## config.mk

```make
export PLATFORM = sky130hd
export DESIGN_NAME = wp_cache
export DESIGN_NICKNAME = d
export VERILOG_FILES = /design/src/rtl/wpc_pkg.sv /design/src/rtl/wpc_store.sv /design/src/rtl/wpc_ctrl.sv /design/src/rtl/wpc_perf.sv /design/src/rtl/wp_cache.sv
export SDC_FILE = /design/constraint.sdc
export NUM_CORES = 1
export LEC_CHECK = 0
export ABC_AREA = 1
export BUFFER_PORTS_ARGS = -buffer_cell sky130_fd_sc_hd__buf_4
export CAP_MARGIN = 15
export CORE_UTILIZATION = 40
export DETAILED_ROUTE_END_ITERATION = 6
export GPL_ROUTABILITY_DRIVEN = 0
export SETUP_SLACK_MARGIN = 0.02
export SYNTH_ARGS = -nofsm -noshare
export SYNTH_HDL_FRONTEND = slang
export SYNTH_SLANG_ARGS = --single-unit
```

## constraint.sdc

```tcl
create_clock -name clk_i -period 3.7 [get_ports clk_i]
set_clock_uncertainty 0.1 [all_clocks]
set_input_delay 0.185 -clock clk_i [delete_from_list [all_inputs] [get_ports clk_i]]
set_output_delay 0.185 -clock clk_i [all_outputs]
set_load 0.005 [all_outputs]
```

## src/rtl/wpc_pkg.sv

```systemverilog
package wpc_pkg;
  localparam int unsigned WAYS = 2;
  typedef enum logic [1:0] {ST_IDLE, ST_ALT, ST_ALT_W, ST_FILL} st_e;
endpackage

```

## src/rtl/wpc_store.sv

```systemverilog
module wpc_store #(
  parameter int unsigned IDX_W  = 2,
  parameter int unsigned TAG_W  = 6,
  parameter int unsigned DATA_W = 32
) (
  input  logic                   clk_i,
  input  logic                   rst_ni,
  input  logic [IDX_W-1:0]       rd_idx_i,
  output logic [1:0]             rd_valid_o,
  output logic [1:0][TAG_W-1:0]  rd_tag_o,
  output logic [1:0][DATA_W-1:0] rd_data_o,
  output logic                   rd_pred_o,
  input  logic [IDX_W-1:0]       wr_idx_i,
  input  logic                   line_we_i,
  input  logic                   line_way_i,
  input  logic [TAG_W-1:0]       line_tag_i,
  input  logic [DATA_W-1:0]      line_data_i,
  input  logic                   pred_we_i,
  input  logic                   pred_way_i
);
  localparam int unsigned SETS = 1 << IDX_W;

  // one bit per set; also serves as the MRU marker
  logic [SETS-1:0] pred_q;

  always_ff @(posedge clk_i or negedge rst_ni) begin
    if (!rst_ni) pred_q <= '0;
    else if (pred_we_i) pred_q[wr_idx_i] <= pred_way_i;
  end

  assign rd_pred_o = pred_q[rd_idx_i];

  for (genvar w = 0; w < wpc_pkg::WAYS; w++) begin : g_way
    logic [SETS-1:0]   vld_q;
    logic [TAG_W-1:0]  tag_q  [SETS];
    logic [DATA_W-1:0] data_q [SETS];
    logic              wr_here;

    assign wr_here = line_we_i && (line_way_i == 1'(w));

    always_ff @(posedge clk_i or negedge rst_ni) begin
      if (!rst_ni) vld_q <= '0;
      else if (wr_here) vld_q[wr_idx_i] <= 1'b1;
    end

    always_ff @(posedge clk_i) begin
      if (wr_here) begin
        tag_q[wr_idx_i]  <= line_tag_i;
        data_q[wr_idx_i] <= line_data_i;
      end
    end

    assign rd_valid_o[w] = vld_q[rd_idx_i];
    assign rd_tag_o[w]   = tag_q[rd_idx_i];
    assign rd_data_o[w]  = data_q[rd_idx_i];

    // a written line is valid when read back at that index
    assert property (@(posedge clk_i) disable iff (!rst_ni)
      wr_here |=> vld_q[$past(wr_idx_i)])
      else $error("assert_fill_valid_R4");
  end
endmodule

```

## src/rtl/wpc_ctrl.sv

```systemverilog
module wpc_ctrl #(
  parameter int unsigned ADDR_W = 8,
  parameter int unsigned IDX_W  = 2,
  parameter int unsigned DATA_W = 32,
  localparam int unsigned TAG_W = ADDR_W - IDX_W
) (
  input  logic                   clk_i,
  input  logic                   rst_ni,
  input  logic                   req_valid_i,
  input  logic [ADDR_W-1:0]      req_addr_i,
  output logic                   req_ready_o,
  output logic [IDX_W-1:0]       rd_idx_o,
  input  logic [1:0]             rd_valid_i,
  input  logic [1:0][TAG_W-1:0]  rd_tag_i,
  input  logic [1:0][DATA_W-1:0] rd_data_i,
  input  logic                   rd_pred_i,
  output logic [IDX_W-1:0]       wr_idx_o,
  output logic                   line_we_o,
  output logic                   line_way_o,
  output logic [TAG_W-1:0]       line_tag_o,
  output logic [DATA_W-1:0]      line_data_o,
  output logic                   pred_we_o,
  output logic                   pred_way_o,
  output logic                   fill_req_o,
  output logic [ADDR_W-1:0]      fill_addr_o,
  input  logic                   fill_valid_i,
  input  logic [DATA_W-1:0]      fill_data_i,
  output logic                   rsp_valid_o,
  output logic [DATA_W-1:0]      rsp_data_o,
  output logic                   ev_fast_o,
  output logic                   ev_slow_o,
  output logic                   ev_miss_o
);
  import wpc_pkg::*;

  st_e               state_q;
  logic [ADDR_W-1:0] addr_q;
  logic              way_q;
  logic              rsp_valid_q;
  logic [DATA_W-1:0] rsp_data_q;

  logic              idle, accept, cmp_way, probe_hit;
  logic [ADDR_W-1:0] cur_addr;

  assign idle     = (state_q == ST_IDLE);
  assign accept   = idle && req_valid_i;
  assign cur_addr = idle ? req_addr_i : addr_q;
  assign rd_idx_o = cur_addr[IDX_W-1:0];

  // single comparator: predicted way first, the other way on the retry
  assign cmp_way   = idle ? rd_pred_i : ~way_q;
  assign probe_hit = rd_valid_i[cmp_way] &&
                     (rd_tag_i[cmp_way] == cur_addr[ADDR_W-1:IDX_W]);

  assign wr_idx_o    = addr_q[IDX_W-1:0];
  assign line_we_o   = (state_q == ST_FILL) && fill_valid_i;
  assign line_way_o  = ~way_q;
  assign line_tag_o  = addr_q[ADDR_W-1:IDX_W];
  assign line_data_o = fill_data_i;
  assign pred_we_o   = ((state_q == ST_ALT) && probe_hit) || line_we_o;
  assign pred_way_o  = ~way_q;

  assign fill_req_o  = (state_q == ST_FILL);
  assign fill_addr_o = addr_q;
  assign req_ready_o = idle;
  assign rsp_valid_o = rsp_valid_q;
  assign rsp_data_o  = rsp_data_q;

  assign ev_fast_o = accept && probe_hit;
  assign ev_slow_o = (state_q == ST_ALT_W);
  assign ev_miss_o = line_we_o;

  always_ff @(posedge clk_i or negedge rst_ni) begin
    if (!rst_ni) begin
      state_q     <= ST_IDLE;
      addr_q      <= '0;
      way_q       <= 1'b0;
      rsp_valid_q <= 1'b0;
      rsp_data_q  <= '0;
    end else begin
      rsp_valid_q <= 1'b0;
      unique case (state_q)
        ST_IDLE: if (accept) begin
          addr_q <= req_addr_i;
          way_q  <= rd_pred_i;
          if (probe_hit) begin
            rsp_valid_q <= 1'b1;
            rsp_data_q  <= rd_data_i[cmp_way];
          end else begin
            state_q <= ST_ALT;
          end
        end
        ST_ALT: begin
          if (probe_hit) begin
            rsp_data_q <= rd_data_i[cmp_way];
            state_q    <= ST_ALT_W;
          end else begin
            state_q <= ST_FILL;
          end
        end
        ST_ALT_W: begin
          rsp_valid_q <= 1'b1;
          state_q     <= ST_IDLE;
        end
        ST_FILL: if (fill_valid_i) begin
          rsp_valid_q <= 1'b1;
          rsp_data_q  <= fill_data_i;
          state_q     <= ST_IDLE;
        end
        default: state_q <= ST_IDLE;
      endcase
    end
  end

  assert property (@(posedge clk_i) disable iff (!rst_ni)
    (accept && probe_hit) |=> rsp_valid_o)
    else $error("assert_fast_hit_R1");

  assert property (@(posedge clk_i) disable iff (!rst_ni)
    (state_q == ST_ALT_W) |=> (rsp_valid_o && req_ready_o))
    else $error("assert_slow_hit_R2");

  assert property (@(posedge clk_i) disable iff (!rst_ni)
    (fill_req_o && !fill_valid_i) |=> (fill_req_o && $stable(fill_addr_o)))
    else $error("assert_fill_hold_R3");

  assert property (@(posedge clk_i) disable iff (!rst_ni)
    (fill_req_o && fill_valid_i) |=> (rsp_valid_o && (rsp_data_o == $past(fill_data_i))))
    else $error("assert_fill_forward_R3");

  assert property (@(posedge clk_i) disable iff (!rst_ni)
    (accept && !probe_hit) |=> (!req_ready_o && !rsp_valid_o))
    else $error("assert_busy_R5");
endmodule

```

## src/rtl/wpc_perf.sv

```systemverilog
module wpc_perf #(
  parameter int unsigned CNT_W = 16
) (
  input  logic             clk_i,
  input  logic             rst_ni,
  input  logic             ev_fast_i,
  input  logic             ev_slow_i,
  input  logic             ev_miss_i,
  output logic [CNT_W-1:0] cnt_fast_o,
  output logic [CNT_W-1:0] cnt_slow_o,
  output logic [CNT_W-1:0] cnt_miss_o
);
  always_ff @(posedge clk_i or negedge rst_ni) begin
    if (!rst_ni) begin
      cnt_fast_o <= '0;
      cnt_slow_o <= '0;
      cnt_miss_o <= '0;
    end else begin
      if (ev_fast_i) cnt_fast_o <= cnt_fast_o + 1'b1;
      if (ev_slow_i) cnt_slow_o <= cnt_slow_o + 1'b1;
      if (ev_miss_i) cnt_miss_o <= cnt_miss_o + 1'b1;
    end
  end

  assert property (@(posedge clk_i) disable iff (!rst_ni)
    $countones({ev_fast_i, ev_slow_i, ev_miss_i}) <= 1)
    else $error("assert_one_class_R6");
endmodule

```

## src/rtl/wp_cache.sv

```systemverilog
module wp_cache #(
  parameter int unsigned ADDR_W = 8,
  parameter int unsigned IDX_W  = 2,
  parameter int unsigned DATA_W = 32,
  parameter int unsigned CNT_W  = 16
) (
  input  logic              clk_i,
  input  logic              rst_ni,
  input  logic              req_valid_i,
  output logic              req_ready_o,
  input  logic [ADDR_W-1:0] req_addr_i,
  output logic              rsp_valid_o,
  output logic [DATA_W-1:0] rsp_data_o,
  output logic              fill_req_o,
  output logic [ADDR_W-1:0] fill_addr_o,
  input  logic              fill_valid_i,
  input  logic [DATA_W-1:0] fill_data_i,
  output logic [CNT_W-1:0]  cnt_fast_o,
  output logic [CNT_W-1:0]  cnt_slow_o,
  output logic [CNT_W-1:0]  cnt_miss_o
);
  localparam int unsigned TAG_W = ADDR_W - IDX_W;

  logic [IDX_W-1:0]       rd_idx, wr_idx;
  logic [1:0]             rd_valid;
  logic [1:0][TAG_W-1:0]  rd_tag;
  logic [1:0][DATA_W-1:0] rd_data;
  logic                   rd_pred;
  logic                   line_we, line_way, pred_we, pred_way;
  logic [TAG_W-1:0]       line_tag;
  logic [DATA_W-1:0]      line_data;
  logic                   ev_fast, ev_slow, ev_miss;

  wpc_store #(.IDX_W(IDX_W), .TAG_W(TAG_W), .DATA_W(DATA_W)) u_store (
    .clk_i, .rst_ni,
    .rd_idx_i(rd_idx), .rd_valid_o(rd_valid), .rd_tag_o(rd_tag),
    .rd_data_o(rd_data), .rd_pred_o(rd_pred),
    .wr_idx_i(wr_idx), .line_we_i(line_we), .line_way_i(line_way),
    .line_tag_i(line_tag), .line_data_i(line_data),
    .pred_we_i(pred_we), .pred_way_i(pred_way)
  );

  wpc_ctrl #(.ADDR_W(ADDR_W), .IDX_W(IDX_W), .DATA_W(DATA_W)) u_ctrl (
    .clk_i, .rst_ni,
    .req_valid_i, .req_addr_i, .req_ready_o,
    .rd_idx_o(rd_idx), .rd_valid_i(rd_valid), .rd_tag_i(rd_tag),
    .rd_data_i(rd_data), .rd_pred_i(rd_pred),
    .wr_idx_o(wr_idx), .line_we_o(line_we), .line_way_o(line_way),
    .line_tag_o(line_tag), .line_data_o(line_data),
    .pred_we_o(pred_we), .pred_way_o(pred_way),
    .fill_req_o, .fill_addr_o, .fill_valid_i, .fill_data_i,
    .rsp_valid_o, .rsp_data_o,
    .ev_fast_o(ev_fast), .ev_slow_o(ev_slow), .ev_miss_o(ev_miss)
  );

  wpc_perf #(.CNT_W(CNT_W)) u_perf (
    .clk_i, .rst_ni,
    .ev_fast_i(ev_fast), .ev_slow_i(ev_slow), .ev_miss_i(ev_miss),
    .cnt_fast_o, .cnt_slow_o, .cnt_miss_o
  );

  assert property (@(posedge clk_i) disable iff (!rst_ni)
    (cnt_fast_o != $past(cnt_fast_o)) |-> rsp_valid_o)
    else $error("assert_fast_count_R6");

  assert property (@(posedge clk_i) disable iff (!rst_ni)
    (cnt_miss_o != $past(cnt_miss_o)) |-> (rsp_valid_o && req_ready_o))
    else $error("assert_miss_count_R6");
endmodule

```

# Word level (Yosys, flattened, before mapping)
# Memories as Yosys holds them, arrays and structs flattened.
# Index checks and enable logic that the tools add are counted.
[totals]
register_bits = 104
ram_bits = 304
memories = 4
[memory_table]
columns = ["memory", "depth", "word_bits", "read_ports", "rd_ports_with_merged_regs", "write_ports", "line", "rtl"]
rows = [
  ["u_store.g_way[0].data_q", 4, 32, 1, 0, 1, "wpc_store.sv:36", "logic [DATA_W-1:0] data_q [SETS];"],
  ["u_store.g_way[1].data_q", 4, 32, 1, 0, 1, "wpc_store.sv:36", ""],
  ["u_store.g_way[0].tag_q", 4, 6, 1, 0, 1, "wpc_store.sv:35", "logic [TAG_W-1:0] tag_q [SETS];"],
  ["u_store.g_way[1].tag_q", 4, 6, 1, 0, 1, "wpc_store.sv:35", ""],
]
[op_classes]
add_sub_neg = 3
order_cmp = 4
eq_ne = 7
muxes = 34
bitwise_logic = 3
reduce_logical = 14
[op_table]
columns = ["operator", "count"]
rows = [
  ["32-bit 2-to-1 mux", 5],
  ["32-bit case mux with 3 select lines", 1],
  ["16-bit by 1-bit adder with 16-bit output, second input constant", 3],
  ["1-bit 2-to-1 mux", 15],
  ["6-bit 2-to-1 mux", 2],
  ["1-bit logical AND", 8],
  ["8-bit 2-to-1 mux", 1],
  ["4-bit OR", 2],
  ["2-bit case mux with 4 select lines", 1],
  ["1-bit binary-select mux with 2-bit select", 3],
  ["6-bit equality test", 1],
  ["2-bit by 3-bit < comparator with 1-bit output, second input constant", 2],
  ["2-bit 2-to-1 mux", 3],
  ["3-bit AND reduction", 2],
  ["4-bit bitwise mux", 1],
  ["2-bit equality test, second input constant", 2],
  ["2-bit inequality test, second input constant", 2],
  ["1-bit case mux with 3 select lines", 1],
  ["3-bit nonzero test", 1],
  ["1-bit demux with 2-bit select", 1],
  ["2-bit by 1-bit equality test with 1-bit output, second input constant", 1],
  ["2-bit by 1-bit >= comparator with 1-bit output, second input constant", 1],
  ["2-bit logical NOT", 1],
  ["1-bit by 2-bit < comparator with 1-bit output, second input constant", 1],
  ["other kinds (4)", 4],
]

# Depth between registers and ports, before layout
# Gate-level depths: netlist (run 1).
[logic_depth]
depth_word = 12
depth_mapped = 22
depth_no_buf = 20

# Cells and area by module
# From an unflattened synthesis (run 1), not the netlist that was laid out.
[hier_totals]
hier_cells = 2023
hier_area_um2 = 18980.7
[modules_own_cells]
columns = ["module", "instances", "cells_each", "area_each_um2"]
rows = [
  ["wpc_store", 1, 1281, 13437.9],
  ["wpc_ctrl", 1, 466, 3140.5],
  ["wpc_perf", 1, 276, 2402.3],
]

# Worst setup path after synthesis (run 1)
# No wires, ideal clock.
[synth_timing]
path_kind = "flip-flop to flip-flop"
startpoint = "register u_ctrl.state_q[1]"
endpoint = "memory u_store.g_way[1].data_q[0][0], enable pin"
arrival_ns = 2.728
required_time_ns = 3.167
slack_ns = 0.439
stages_incl_launch_ff = 7
path_buffers = 0
period_less_slack_ns = 3.261
cell_sequence = "dfrtp_1 nand2_1 inv_2 nand2_1 inv_1 nand2_1 nor2_1"
[synth_between]
elab_chain_cells = 5
[synth_rtl]
columns = ["item", "line", "rtl"]
rows = [
  ["start: declaration", "wpc_ctrl.sv:36", "st_e state_q;"],
  ["start signal: assignment", "wpc_ctrl.sv:75", "state_q <= ST_IDLE;"],
  ["start signal: assignment", "wpc_ctrl.sv:90", "state_q <= ST_ALT;"],
  ["start signal: assignment", "wpc_ctrl.sv:96", "state_q <= ST_ALT_W;"],
  ["2-bit equality test", "wpc_ctrl.sv:56", "assign line_we_o = (state_q == ST_FILL) && fill_valid_i;"],
  ["1-bit logical AND", "wpc_ctrl.sv:56", ""],
  ["1-bit logical AND", "wpc_store.sv:39", "assign wr_here = line_we_i && (line_way_i == 1'(w));"],
  ["1-bit 2-to-1 mux", "wpc_store.sv:47", "if (wr_here) begin"],
  ["1-bit 2-to-1 mux (not written as such)", "wpc_store.sv:49", "data_q[wr_idx_i] <= line_data_i;"],
  ["end: declaration", "wpc_store.sv:36", ""],
]
# No other way between the ends.

# Worst setup path in the final report (run 1)
[layout_timing]
startpoint = "register u_ctrl.addr_q[1], in the netlist u_ctrl.fill_addr_o[1]"
endpoint = "register u_ctrl.rsp_data_q[20], in the netlist u_ctrl.rsp_data_o[20]"
[layout_between]
elab_chain_cells = 11
[layout_rtl]
columns = ["item", "line", "rtl"]
rows = [
  ["start: declaration", "wpc_ctrl.sv:37", "logic [ADDR_W-1:0] addr_q;"],
  ["start signal: assignment", "wpc_ctrl.sv:84", "addr_q <= req_addr_i;"],
  ["8-bit 2-to-1 mux (*)", "wpc_ctrl.sv:47", "assign cur_addr = idle ? req_addr_i : addr_q;"],
  ["1-bit binary-select mux with 2-bit select", "wpc_store.sv:31", "assign rd_pred_o = pred_q[rd_idx_i];"],
  ["1-bit 2-to-1 mux (not written as such)", "wpc_store.sv:31", ""],
  ["1-bit 2-to-1 mux", "wpc_ctrl.sv:51", "assign cmp_way = idle ? rd_pred_i : ~way_q;"],
  ["6-bit 2-to-1 mux (not written as such) (2 in a row)", "wpc_ctrl.sv:53", "(rd_tag_i[cmp_way] == cur_addr[ADDR_W-1:IDX_W]);"],
  ["6-bit equality test", "wpc_ctrl.sv:53", ""],
  ["1-bit logical AND", "wpc_ctrl.sv:52", "assign probe_hit = rd_valid_i[cmp_way] &&"],
  ["32-bit 2-to-1 mux (*)", "wpc_ctrl.sv:86, wpc_ctrl.sv:94", ""],
  ["32-bit 2-to-1 mux", "wpc_ctrl.sv:83", "ST_IDLE: if (accept) begin"],
  ["32-bit case mux with 3 select lines (*)", "wpc_ctrl.sv:82", "unique case (state_q)"],
  ["end signal: assignment", "wpc_ctrl.sv:88", "rsp_data_q <= rd_data_i[cmp_way];"],
  ["end signal: assignment", "wpc_ctrl.sv:95", "rsp_data_q <= rd_data_i[cmp_way];"],
  ["end signal: assignment", "wpc_ctrl.sv:107", "rsp_data_q <= fill_data_i;"],
  ["end: declaration", "wpc_ctrl.sv:40", "logic [DATA_W-1:0] rsp_data_q;"],
]
# Every way passes the cells marked *; elsewhere a longest branch is shown, timed or not. The select of a mux whose other input is x is not followed.
# A chain may end at the register's enable or synchronous reset.

==> results of run 1 <==
worst max-delay path, delay by kind of cell (launching register included):
| kind | cells | cell delay [ps] |
|---|---|---|
| compound gates | 3 | 740 |
| buf+inv | 3 | 810 |
| flops | 1 | 590 |
| simple gates | 8 | 1080 |
flip-flops by register name (all words and copies together) (netlist names), 2 cells and up:
register and count:
u_store.g_way.data_q 256, u_ctrl.fill_addr_o 8, u_perf.cnt_slow_o 16, u_perf.cnt_miss_o 16, u_store.pred_q 4, u_ctrl.state_q 2, u_perf.cnt_fast_o 16, u_store.g_way.vld_q 8
u_store.g_way.tag_q 48, u_ctrl.rsp_data_o 32
cells by family (layout without fill, tap and decap cells):
kind of cell,after synthesis,count (layout),synth area share
buffers and inverters,163,377,0.0407
adders and majority gates,3,3,0.00220
AOI/OAI and AO/OA,292,294,0.0956
other,0,1,0
xor gates and xnor gates,44,44,0.0225
DFF,408,408,0.686
and+or+nand+nor,614,615,0.153
report_power, final:
part	total (uW)	switching, uW	leakage, uW	internal (uW)
sequential	5900	382	0.00405	5520
combinational	6700	4530	0.00339	2170
clock	4170	1700	0.000663	2470
synthesized netlist by cell type:
cell and count:
a21oi_1 2, buf_1 4, buf_2 13, buf_4 6, buf_6 6, clkbuf_1 52, clkinv_1 2, dfrtp_1 104
edfxtp_1 304, ha_1 3, inv_1 77, inv_2 3, nand2_1 289, nand2_2 8, nand2_4 2, nand3_1 89
nand3_2 3, nand3_4 1, nand3b_1 1, nand4_1 36, nor2_1 171, nor2_2 1, nor2_4 1, nor3_1 5
nor4_1 2, nor4b_1 1, o211ai_1 5, o21ai_0 181, o21ai_1 35, o21ai_2 1, o21ai_4 1, o221ai_1 25
o22ai_1 42, or2_1 3, or2_2 1, xnor2_1 23, xor2_1 21
layer usage:
| layer | up-vias | part of all wire | GRT usage |
|---|---|---|---|
| met5 | - | 0 | 0 |
| met4 | 0 | 0.021 | 0.0682 |
| met3 | 65 | 0.068 | 0.0320 |
| met2 | 441 | 0.47 | 0.316 |
| met1 | 5906 | 0.45 | 0.284 |
| li1 | 5742 | - | - |
cell type report:
type / instances / share of cell area
multi-input combinational: 956 / 0.232
inverter: 82 / 0.0149
tap: 539 / 0.0327
sequential: 408 / 0.568
antenna: 1 / 0.000121
clock buffer: 65 / 0.0590
timing repair buffer: 218 / 0.0862
clock inverter: 12 / 0.00655
per-stage QoR:
stage,util,total power (uW)
global route,0.491,17800
CTS,0.489,16700
floorplan,-,10200
global placement,0.446,12300
detailed placement,0.446,12500
finish,0.491,16800
repair_timing:
| item | 4_1_cts | 5_1_grt |
|---|---|---|
| setup buffers | 0 | 6 |
| endpoints found under the setup margin | 0 | 49 |
| endpoints found under the hold margin | 335 | 0 |
| hold buffers | 42 | 0 |
| gates resized for setup | 0 | 2 |
how the worst max path moves through the flow:
stage | to | slack (ps)
final | u_ctrl.rsp_data_o[20] | 250
after detailed placement | u_ctrl.rsp_data_o[3] | 120
after global placement | u_ctrl.rsp_data_o[20] | 270
after floorplan | u_store.g_way[1].data_q[0][0] | 440
after CTS | u_ctrl.rsp_data_o[7] | 90
after global routing | u_ctrl.rsp_data_o[21] | 50
==> metrics.txt, run 1 <==
initial antenna violation count 1; cell accounting for the most synthesized area edfxtp_1; Fin Setup TNS 0 ps; R2R cell count 14; Die Span Y 209 um; commonest non-fill, non-tap cell in the layout edfxtp_1; post-synthesis cell count 1524; final worst slack approximately 250 ps; core area about 42000 sq um; reg-to-reg endpoint u_ctrl.rsp_data_o[20]; Worst R2R Setup Slack approximately 250 ps; Rows 75; Top-Level Pins between 100 and 150; CP Max Fanout 16; layout filler cell count 3746; post-synth cell types 37; slowest stage delay, CP 590 ps; total grt overflow 0; length of the first detailed-routing pass in iterations 6; clock sink total between 400 and 500; hold path depth 4; number of global-route vias before repair about 12k; crit end category flip-flop; pwr/cell area ~810 nW/um^2; YS warnings 0; CTS tree built; Max Fclk around 290 MHz; Syn Std Cell Area between 15000 and 20000 sq um; Post-DRT Antenna Nets 0; area post-placement about 19000 sq um; area share of the largest cell type after synthesis 0.534; post-layout instance area 20600 sq um; CTS buffer count 42; fin crit period between 3000 and 4000 ps; most frequent cells in the layout edfxtp_1, nand2_1, o21ai_0; hold slack about 84 ps; Max VDD drop 0.000505 V; die area approximately 44000 sq um; vias after detailed routing between 10k and 15k; CP Launch Type flip-flop; Max Cap Viol 0; Non-Filler Instances 2281; register area 11700 sq um; status complete, no violations; Clock Tree Buf Depth 3; gr usage total 0.201; Cells after DPL 2152; RSZ-0062 raised after global routing no; Final Max Slew Viols 0; Detailed Route WL roughly 44 mm; Rel. slew slack 0.337; Multi-input gate area around 4800 sq um; hpwl dp roughly 26 mm; Die Width approximately 210 um; Worst Hold Class in2reg; routed length per instance 19.5 um; Nets between 1.5k and 2k; CP Data Arrival Time 3830 ps; Synth area leaders edfxtp_1, dfrtp_1, nand2_1; worst flop-to-flop path startpoint u_ctrl.fill_addr_o[1]; Via density between 5 and 6; CTS root buf clkbuf_16; CP max-delay cell dfrtp_1; clk slew on worst S/H paths about 60 ps; layout cell share with drive strength beyond 1 0.153; HP Start req_valid_i; htree depth 2; Iter 0 DRT Violations approximately 1.3k; Clock Latency Late Sink ~570 ps; Final Setup Violations 0; CP Class reg2reg; post-synth net total about 1.6k; CP Launch Point u_ctrl.fill_addr_o[1]; Lkg Pwr around 0.0081 uW; final period utilization 0.932; worst endpoint required time 4080 ps; syn_area_per_cell about 11 sq um; first-pass GRT wire length ~68 mm; pin count of the biggest net entering global routing 73; critical-path cell list inv_1, o21ai_4, buf_4, o21ai_1, o22ai_1, nand2_1, nand3_1, nand3_1, nor2_2, nand2_2, nand2_4, buf_4, nand4_1, nand2_1; Yosys reg bits around 410; # DRC 0; Slew @ Worst Pin a little under 1000 ps; sequential fraction of the synthesis area 0.686; Hold Vio Cnt, Final 0; # port buffers approximately 130; Hold Path End u_ctrl.fill_addr_o[6]; Syn-to-layout area delta 20.7%; Setup WS pre-CTS around 120 ps; Initial Util 0.407
No activity file was read; power rests on OpenSTA's default activity.
==> run 2: changes to the inputs <==
--- a/config.mk
+++ b/config.mk
@@ -5,7 +5,7 @@
 export SDC_FILE = /design/constraint.sdc
 export NUM_CORES = 1
 export LEC_CHECK = 0
-export ABC_AREA = 1
+export ABC_AREA = 0
 export BUFFER_PORTS_ARGS = -buffer_cell sky130_fd_sc_hd__buf_4
 export CAP_MARGIN = 15
 export CORE_UTILIZATION = 40
==> run 2 against run 1 <==
  * Global-route usage decreased by 0.58 points
  * Register-to-register slack got worse by 50 ps
  * Die area shrank 1.0%
  * Wire length is 4.7% lower
  * Critical path depth is 3 lower
==> metrics.txt, run 2 <==
Nets 1585 (-9.7%); Lkg Pwr 0.00804 uW (-0.77%); Via density 5.37 (+0.79%); cell mode on critical path buf_4; most frequent cells in the layout nand2_1, edfxtp_1, buf_4; die area 43100 sq um (-1.0%); fin crit period 3500 ps (+48.1 ps); RSZ-0062 raised after global routing no; Switching Share 0.374 (-0.0208); clock sink total 408 (unchanged); post-synth cell types 65 (+76%); Final Max Slew Viols 0 (unchanged); status complete, no violations; Detailed Route WL 42.4 mm (-4.7%); # DRC 0 (unchanged); length of the first detailed-routing pass in iterations 5 (-1); Crit path max-delay family simple AND/OR/NAND/NOR gates; M2 GR Usage 0.306 (-0.00981); Initial Util 0.410 (+0.00298); number of global-route vias before repair 11.2k (-4.6%); Clock Latency Late Sink 560 ps (about the same); initial antenna violation count 2 (+1); sequential fraction of the synthesis area 0.693 (+0.00731); CP Class reg2reg; Combinational Power Share 0.388 (-0.012); Max Cap Viol 0 (unchanged); Top FF cell, synth edfxtp_1; clk slew on worst S/H paths 60 ps (about the same); Rows 74 (-1.3%); cell accounting for the most synthesized area edfxtp_1; top-count cell post-synth nand2_1; Worst Hold Class in2async; CP Launch Type flip-flop; vias after detailed routing 11.3k (-6.9%); Final Setup Violations 0 (unchanged); CTS tree built; Fin Setup TNS 0 ps (unchanged); CP max-delay cell or3b_4; Multi-input gate area 4850 sq um (+1.3%); final period utilization 0.945 (+0.0130); pin count of the biggest net entering global routing 83 (+14%); Post-synth ARST share 0.255 (unchanged); core area 41300 sq um (-1.8%); post-synthesis cell count 1342 (-12%); area share of the largest cell type after synthesis 0.540 (+0.00569); Iter 0 DRT Violations 835 (-34%); M3 GR Usage 0.0322 (+0.000213); Top-Level Pins 135 (unchanged); area post-placement 18700 sq um (-0.18%); NetSw 6200 uW (-6.4%); syn_area_per_cell 12.6 sq um (+12%); Largest register FFs 256 (unchanged); pwr/cell area 804 nW/um^2 (-1.1%); gr busiest metal met2; layout cell share with drive strength beyond 1 0.198 (+0.0449); CTS root buf clkbuf_16; gr usage total 0.195 (-0.00579); Post-synth EDFFs 304 (unchanged); CP Max Fanout 14 (-2); slowest stage delay, CP 530 ps (-60 ps); Max Fclk 286 MHz (-1.4%); Max VDD drop 0.000464 V (-8.1%); Slew @ Worst Pin 956 ps (-31.6 ps); Hold Vio Cnt, Final 0 (unchanged); post-layout instance area 20600 sq um (about the same); clock power share 0.254 (+0.005); worst endpoint required time 4080 ps (about the same); Rel. slew slack 0.362 (+0.0251); Die Width 208 um (-0.52%); met1 usage 0.282 (-0.00133); Pint 10400 uW (+2.3%); # port buffers 134 (unchanged); htree depth 2 (unchanged); register area 11700 sq um (unchanged); commonest non-fill, non-tap cell in the layout nand2_1; Largest Register u_store.g_way.data_q; CTS buffer count 44 (+4.8%); most frequent cells after synthesis nand2_1, edfxtp_1, nand3_1, dfrtp_1, nand4_1; Post-DRT Antenna Nets 0 (unchanged); Synth area leaders edfxtp_1, dfrtp_1, nand2_1; Yosys reg bits 408 (unchanged); CP Data Arrival Time 3880 ps (+50 ps); Critical Path Stages 11 (-3); critical-path cell list or3b_4, nand2_4, buf_4, mux4_2, a22oi_1, o211a_1, nand4_2, a21oi_4, buf_12, buf_4, mux2i_1; Syn-to-layout area delta 21.9%; hpwl dp 22.8 mm (-12%); first-pass GRT wire length 65.3 mm (-3.5%); YS warnings 0 (unchanged); Clock Tree Buf Depth 3 (unchanged); Die Span Y 208 um (-0.52%); post-synth net total 1389 (-12%); layout filler cell count 3607 (-3.7%); Reg power frac 0.358 (+0.006); Syn Std Cell Area 16900 sq um (-1.1%); R2R cell count 11 (-3); total grt overflow 0 (unchanged); crit end category flip-flop; WP buf/inv 3 (unchanged); routed length per instance 20.1 um (+3.2%)
run 2: changes by cell type in the layout (fill, tap and decap cells not counted), moves of 35 or more:
| cell | before | now |
|---|---|---|
| nand3_1 | 89 | 140 |
| o21ai_1 | 35 | 0 |
| o21ai_0 | 181 | 3 |
| nor2_1 | 163 | 27 |
| inv_1 | 77 | 33 |
| o22ai_1 | 42 | 2 |
run 2: kinds of logic (layout without fill, tap and decap cells):
family	count (synthesis)	count (layout)	share of synthesized area
AND/OR/NAND/NOR	621	621	0.171
flip-flops	408	408	0.693
buffers and inverters	110	342	0.0260
AO/OA/AOI/OAI	93	93	0.0382
multiplexers	61	61	0.0456
XOR/XNOR	46	46	0.0238
adder cells (fa/ha/maj)	3	3	0.00222
other	0	1	0
run 2: final timing paths:
check	slack [ps]	start	to
worst max-delay path	200	u_ctrl.state_q[1]	u_ctrl.rsp_data_o[14]
worst min-delay path	150	rst_ni	u_ctrl.rsp_data_o[2]
worst max register to register	200	u_ctrl.state_q[1]	u_ctrl.rsp_data_o[14]
worst min register to register	360	u_store.g_way[1].vld_q[1]	u_store.g_way[1].vld_q[1]
max in group asynchronous	2450	rst_ni	u_ctrl.rsp_data_o[19]
min in group clk_i	310	fill_data_i[9]	u_store.g_way[0].data_q[2][9]
run 2: layout make-up:
type,count,share of cell area
sequential,408,0.569
multi-input combinational,824,0.235
timing repair buffer,225,0.0898
clock buffer,63,0.0608
tap,532,0.0323
clock inverter,19,0.00649
inverter,35,0.00637
antenna,1,0.000121
run 2: per-layer routing:
layer	wire length [um]	share of wire
met2	19500	0.46
met4	651	0.015
met5	13	0.00031
met1	19500	0.46
met3	2790	0.066
run 2: through the flow:
stage,std cells,setup WS [ps],total power [uW],hold WS [ps],utilization
3_3_place_gp,1976,208,12200,223,0.454
2_1_floorplan,1342,-860,10000,-211,-
5_1_grt,2107,18.9,17600,227,0.499
3_5_place_dp,1976,78.4,12300,232,0.454
6_report,2107,202,16600,153,0.499
4_1_cts,2101,70.5,16600,171,0.498
run 2: repair_timing:
action / 4_1_cts / 5_1_grt
hold endpoints to repair: 350 / 0
resized for setup: 0 / 2
setup endpoints to repair: 0 / 20
setup buffers: 0 / 4
hold buffers: 43 / 0
run 2: power by group through the flow:
stage | clock, uW | sequential, uW | combinational [uW]
floorplan | 0 | 5900 | 4120
global placement | 0 | 6010 | 6220
detailed placement | 0 | 6020 | 6290
CTS | 4310 | 5940 | 6360
global route | 4490 | 6000 | 7090
finish | 4210 | 5940 | 6440
==> run 3: changes to the inputs <==
--- a/config.mk
+++ b/config.mk
@@ -6,10 +6,10 @@
 export NUM_CORES = 1
 export LEC_CHECK = 0
 export ABC_AREA = 0
-export BUFFER_PORTS_ARGS = -buffer_cell sky130_fd_sc_hd__buf_4
 export CAP_MARGIN = 15
 export CORE_UTILIZATION = 40
 export DETAILED_ROUTE_END_ITERATION = 6
+export DONT_BUFFER_PORTS = 1
 export GPL_ROUTABILITY_DRIVEN = 0
 export SETUP_SLACK_MARGIN = 0.02
 export SYNTH_ARGS = -nofsm -noshare
==> run 3 against run 2 <==
  * Global-route usage decreased by 0.28 points
  * Highest routed layer unchanged
  * Via count decreased by 5.0%
  * Final area decreased by 4.5%
  * Clock power increased by 4%
  * Combinational power decreased by 8.5%
  * Largest power group is now sequential cells
  * Setup slack got worse by 36 ps
  * Critical path depth decreased by 2
==> metrics.txt, run 3 (synthesis gave the netlist of run 2 again) <==
status complete, no violations; Die Width 208 um (unchanged); CTS tree built; CP Data Arrival Time 3870 ps (about the same); Rel. slew slack 0.426 (+0.0639); htree depth 2 (unchanged); Largest Register u_store.g_way.data_q; Post-DRT Antenna Nets 0 (unchanged); hpwl dp 22.8 mm (about the same); Non-Filler Instances 1966 (-6.7%); Top-Level Pins 135 (unchanged); first-pass GRT wire length 64.1 mm (-1.8%); final period utilization 0.955 (+0.00964); Worst Hold Class in2async; fin crit period 3530 ps (+35.7 ps); Final Setup Violations 0 (unchanged); length of the first detailed-routing pass in iterations 6 (+1); Slew @ Worst Pin 857 ps (-99.0 ps); vias after detailed routing 10.7k (-5.0%); Max VDD drop 0.000522 V (+13%); pwr/cell area 828 nW/um^2 (+3.0%); # port buffers 0 (-100%); CTS root buf clkbuf_16; Max Cap Viol 0 (unchanged); CP Launch Type flip-flop; Hold Vio Cnt, Final 0 (unchanged); Syn-to-layout area delta 16.4%; clk slew on worst S/H paths 60 ps (about the same); clock sink total 408 (unchanged); Largest register FFs 256 (unchanged); routed length per instance 20.8 um (+3.3%); Max Fclk 283 MHz (-1.0%); worst endpoint required time 4030 ps (-50 ps); Iter 0 DRT Violations 1024 (+23%); core area 41300 sq um (unchanged); gr usage total 0.192 (-0.00281); Final Max Slew Viols 0 (unchanged); R2R cell count 9 (-2); Nets 1446 (-8.8%); die area 43100 sq um (unchanged); commonest non-fill, non-tap cell in the layout nand2_1; Initial Util 0.410 (unchanged); Cells after DPL 1838 (-7.0%); CP Class reg2reg; hold slack 56.0 ps (-96.5 ps); Detailed Route WL 40.9 mm (-3.6%); most frequent cells in the layout nand2_1, edfxtp_1, nand3_1; total grt overflow 0 (unchanged); Setup WS pre-CTS 89.1 ps (+10.8 ps); Via density 5.47 (+1.8%); RSZ-0062 raised after global routing no; pin count of the biggest net entering global routing 105 (+27%); Rows 74 (unchanged); number of global-route vias before repair 10.5k (-6.0%); layout cell share with drive strength beyond 1 0.120 (-0.0782); final worst slack 166 ps (-35.7 ps); layout filler cell count 3644 (+1.0%); crit end category flip-flop; Clock Latency Late Sink 560 ps (about the same); CP Max Fanout 19 (+5); Die Span Y 208 um (unchanged); # DRC 0 (unchanged); Clock Tree Buf Depth 3 (unchanged); Lkg Pwr 0.00737 uW (-8.3%); CTS buffer count 44 (unchanged); initial antenna violation count 3 (+1)
-- run 3: layout make-up --
class / count / area (sq um) / share of cell area
diodes: 1 / 2.50 / 0.000127
clock inverters: 25 / 294 / 0.0149
repair buffers: 86 / 843 / 0.0428
flip-flops and latches: 408 / 11700 / 0.596
well taps: 532 / 666 / 0.0338
multi-input cells: 824 / 4880 / 0.248
clock buffers: 55 / 1140 / 0.0580
inverters: 35 / 131 / 0.00667
-- run 3: timing repair --
action | CTS | global route
resized for setup | 0 | 8
endpoints found under the hold margin | 404 | 0
setup buffers | 0 | 2
setup endpoints to repair | 0 | 41
hold buffers | 44 | 0
-- run 3: worst max-delay path, stage by stage (launching register included) --
cell and delay (ps):
dfrtp_1 450, or3b_4 450, nand2_4 200, mux4_2 560, o22a_1 280, a211oi_2 330
nand4_4 230, a21oi_4 260, buf_12 200, mux2_1 340
-- run 3: report_power, final --
group | switching, uW | leakage, uW | total (uW) | internal [uW]
registers | 509 | 0.00404 | 6020 | 5510
logic | 3840 | 0.00264 | 5890 | 2050
clock network | 1780 | 0.000692 | 4390 | 2620
-- run 3: metal layers --
| layer | part of all wire | wire, um | up-vias | global-route usage |
|---|---|---|---|---|
| met1 | 0.46 | 18900 | 5445 | 0.274 |
| met5 | 0.00066 | 27 | - | 0 |
| met3 | 0.058 | 2370 | 52 | 0.0366 |
| met2 | 0.46 | 18900 | 279 | 0.302 |
| li1 | - | - | 4968 | - |
| met4 | 0.015 | 629 | 4 | 0.0516 |
-- run 3: path summary, 6_finish.rpt --
kind	start	end	slack [ps]
max	u_ctrl.state_q[1]	u_ctrl.rsp_data_o[1]	170
min	rst_ni	u_ctrl.rsp_data_o[6]	60
max reg2reg	u_ctrl.state_q[1]	u_ctrl.rsp_data_o[1]	170
min reg2reg	u_store.g_way[0].vld_q[3]	u_store.g_way[0].vld_q[3]	380
max in group asynchronous	rst_ni	u_ctrl.rsp_data_o[12]	2880
min in group clk_i	req_valid_i	u_perf.cnt_fast_o[14]	80
-- run 3: stage by stage --
step,utilization,area [sq um],setup TNS [ps],total power (uW)
floorplan,-,16900,-112500,10000
global placement,0.429,17700,0,11700
detailed placement,0.429,17700,0,11800
CTS,0.475,19600,0,16300
global route,0.477,19700,0,17300
finish,0.477,19700,0,16300
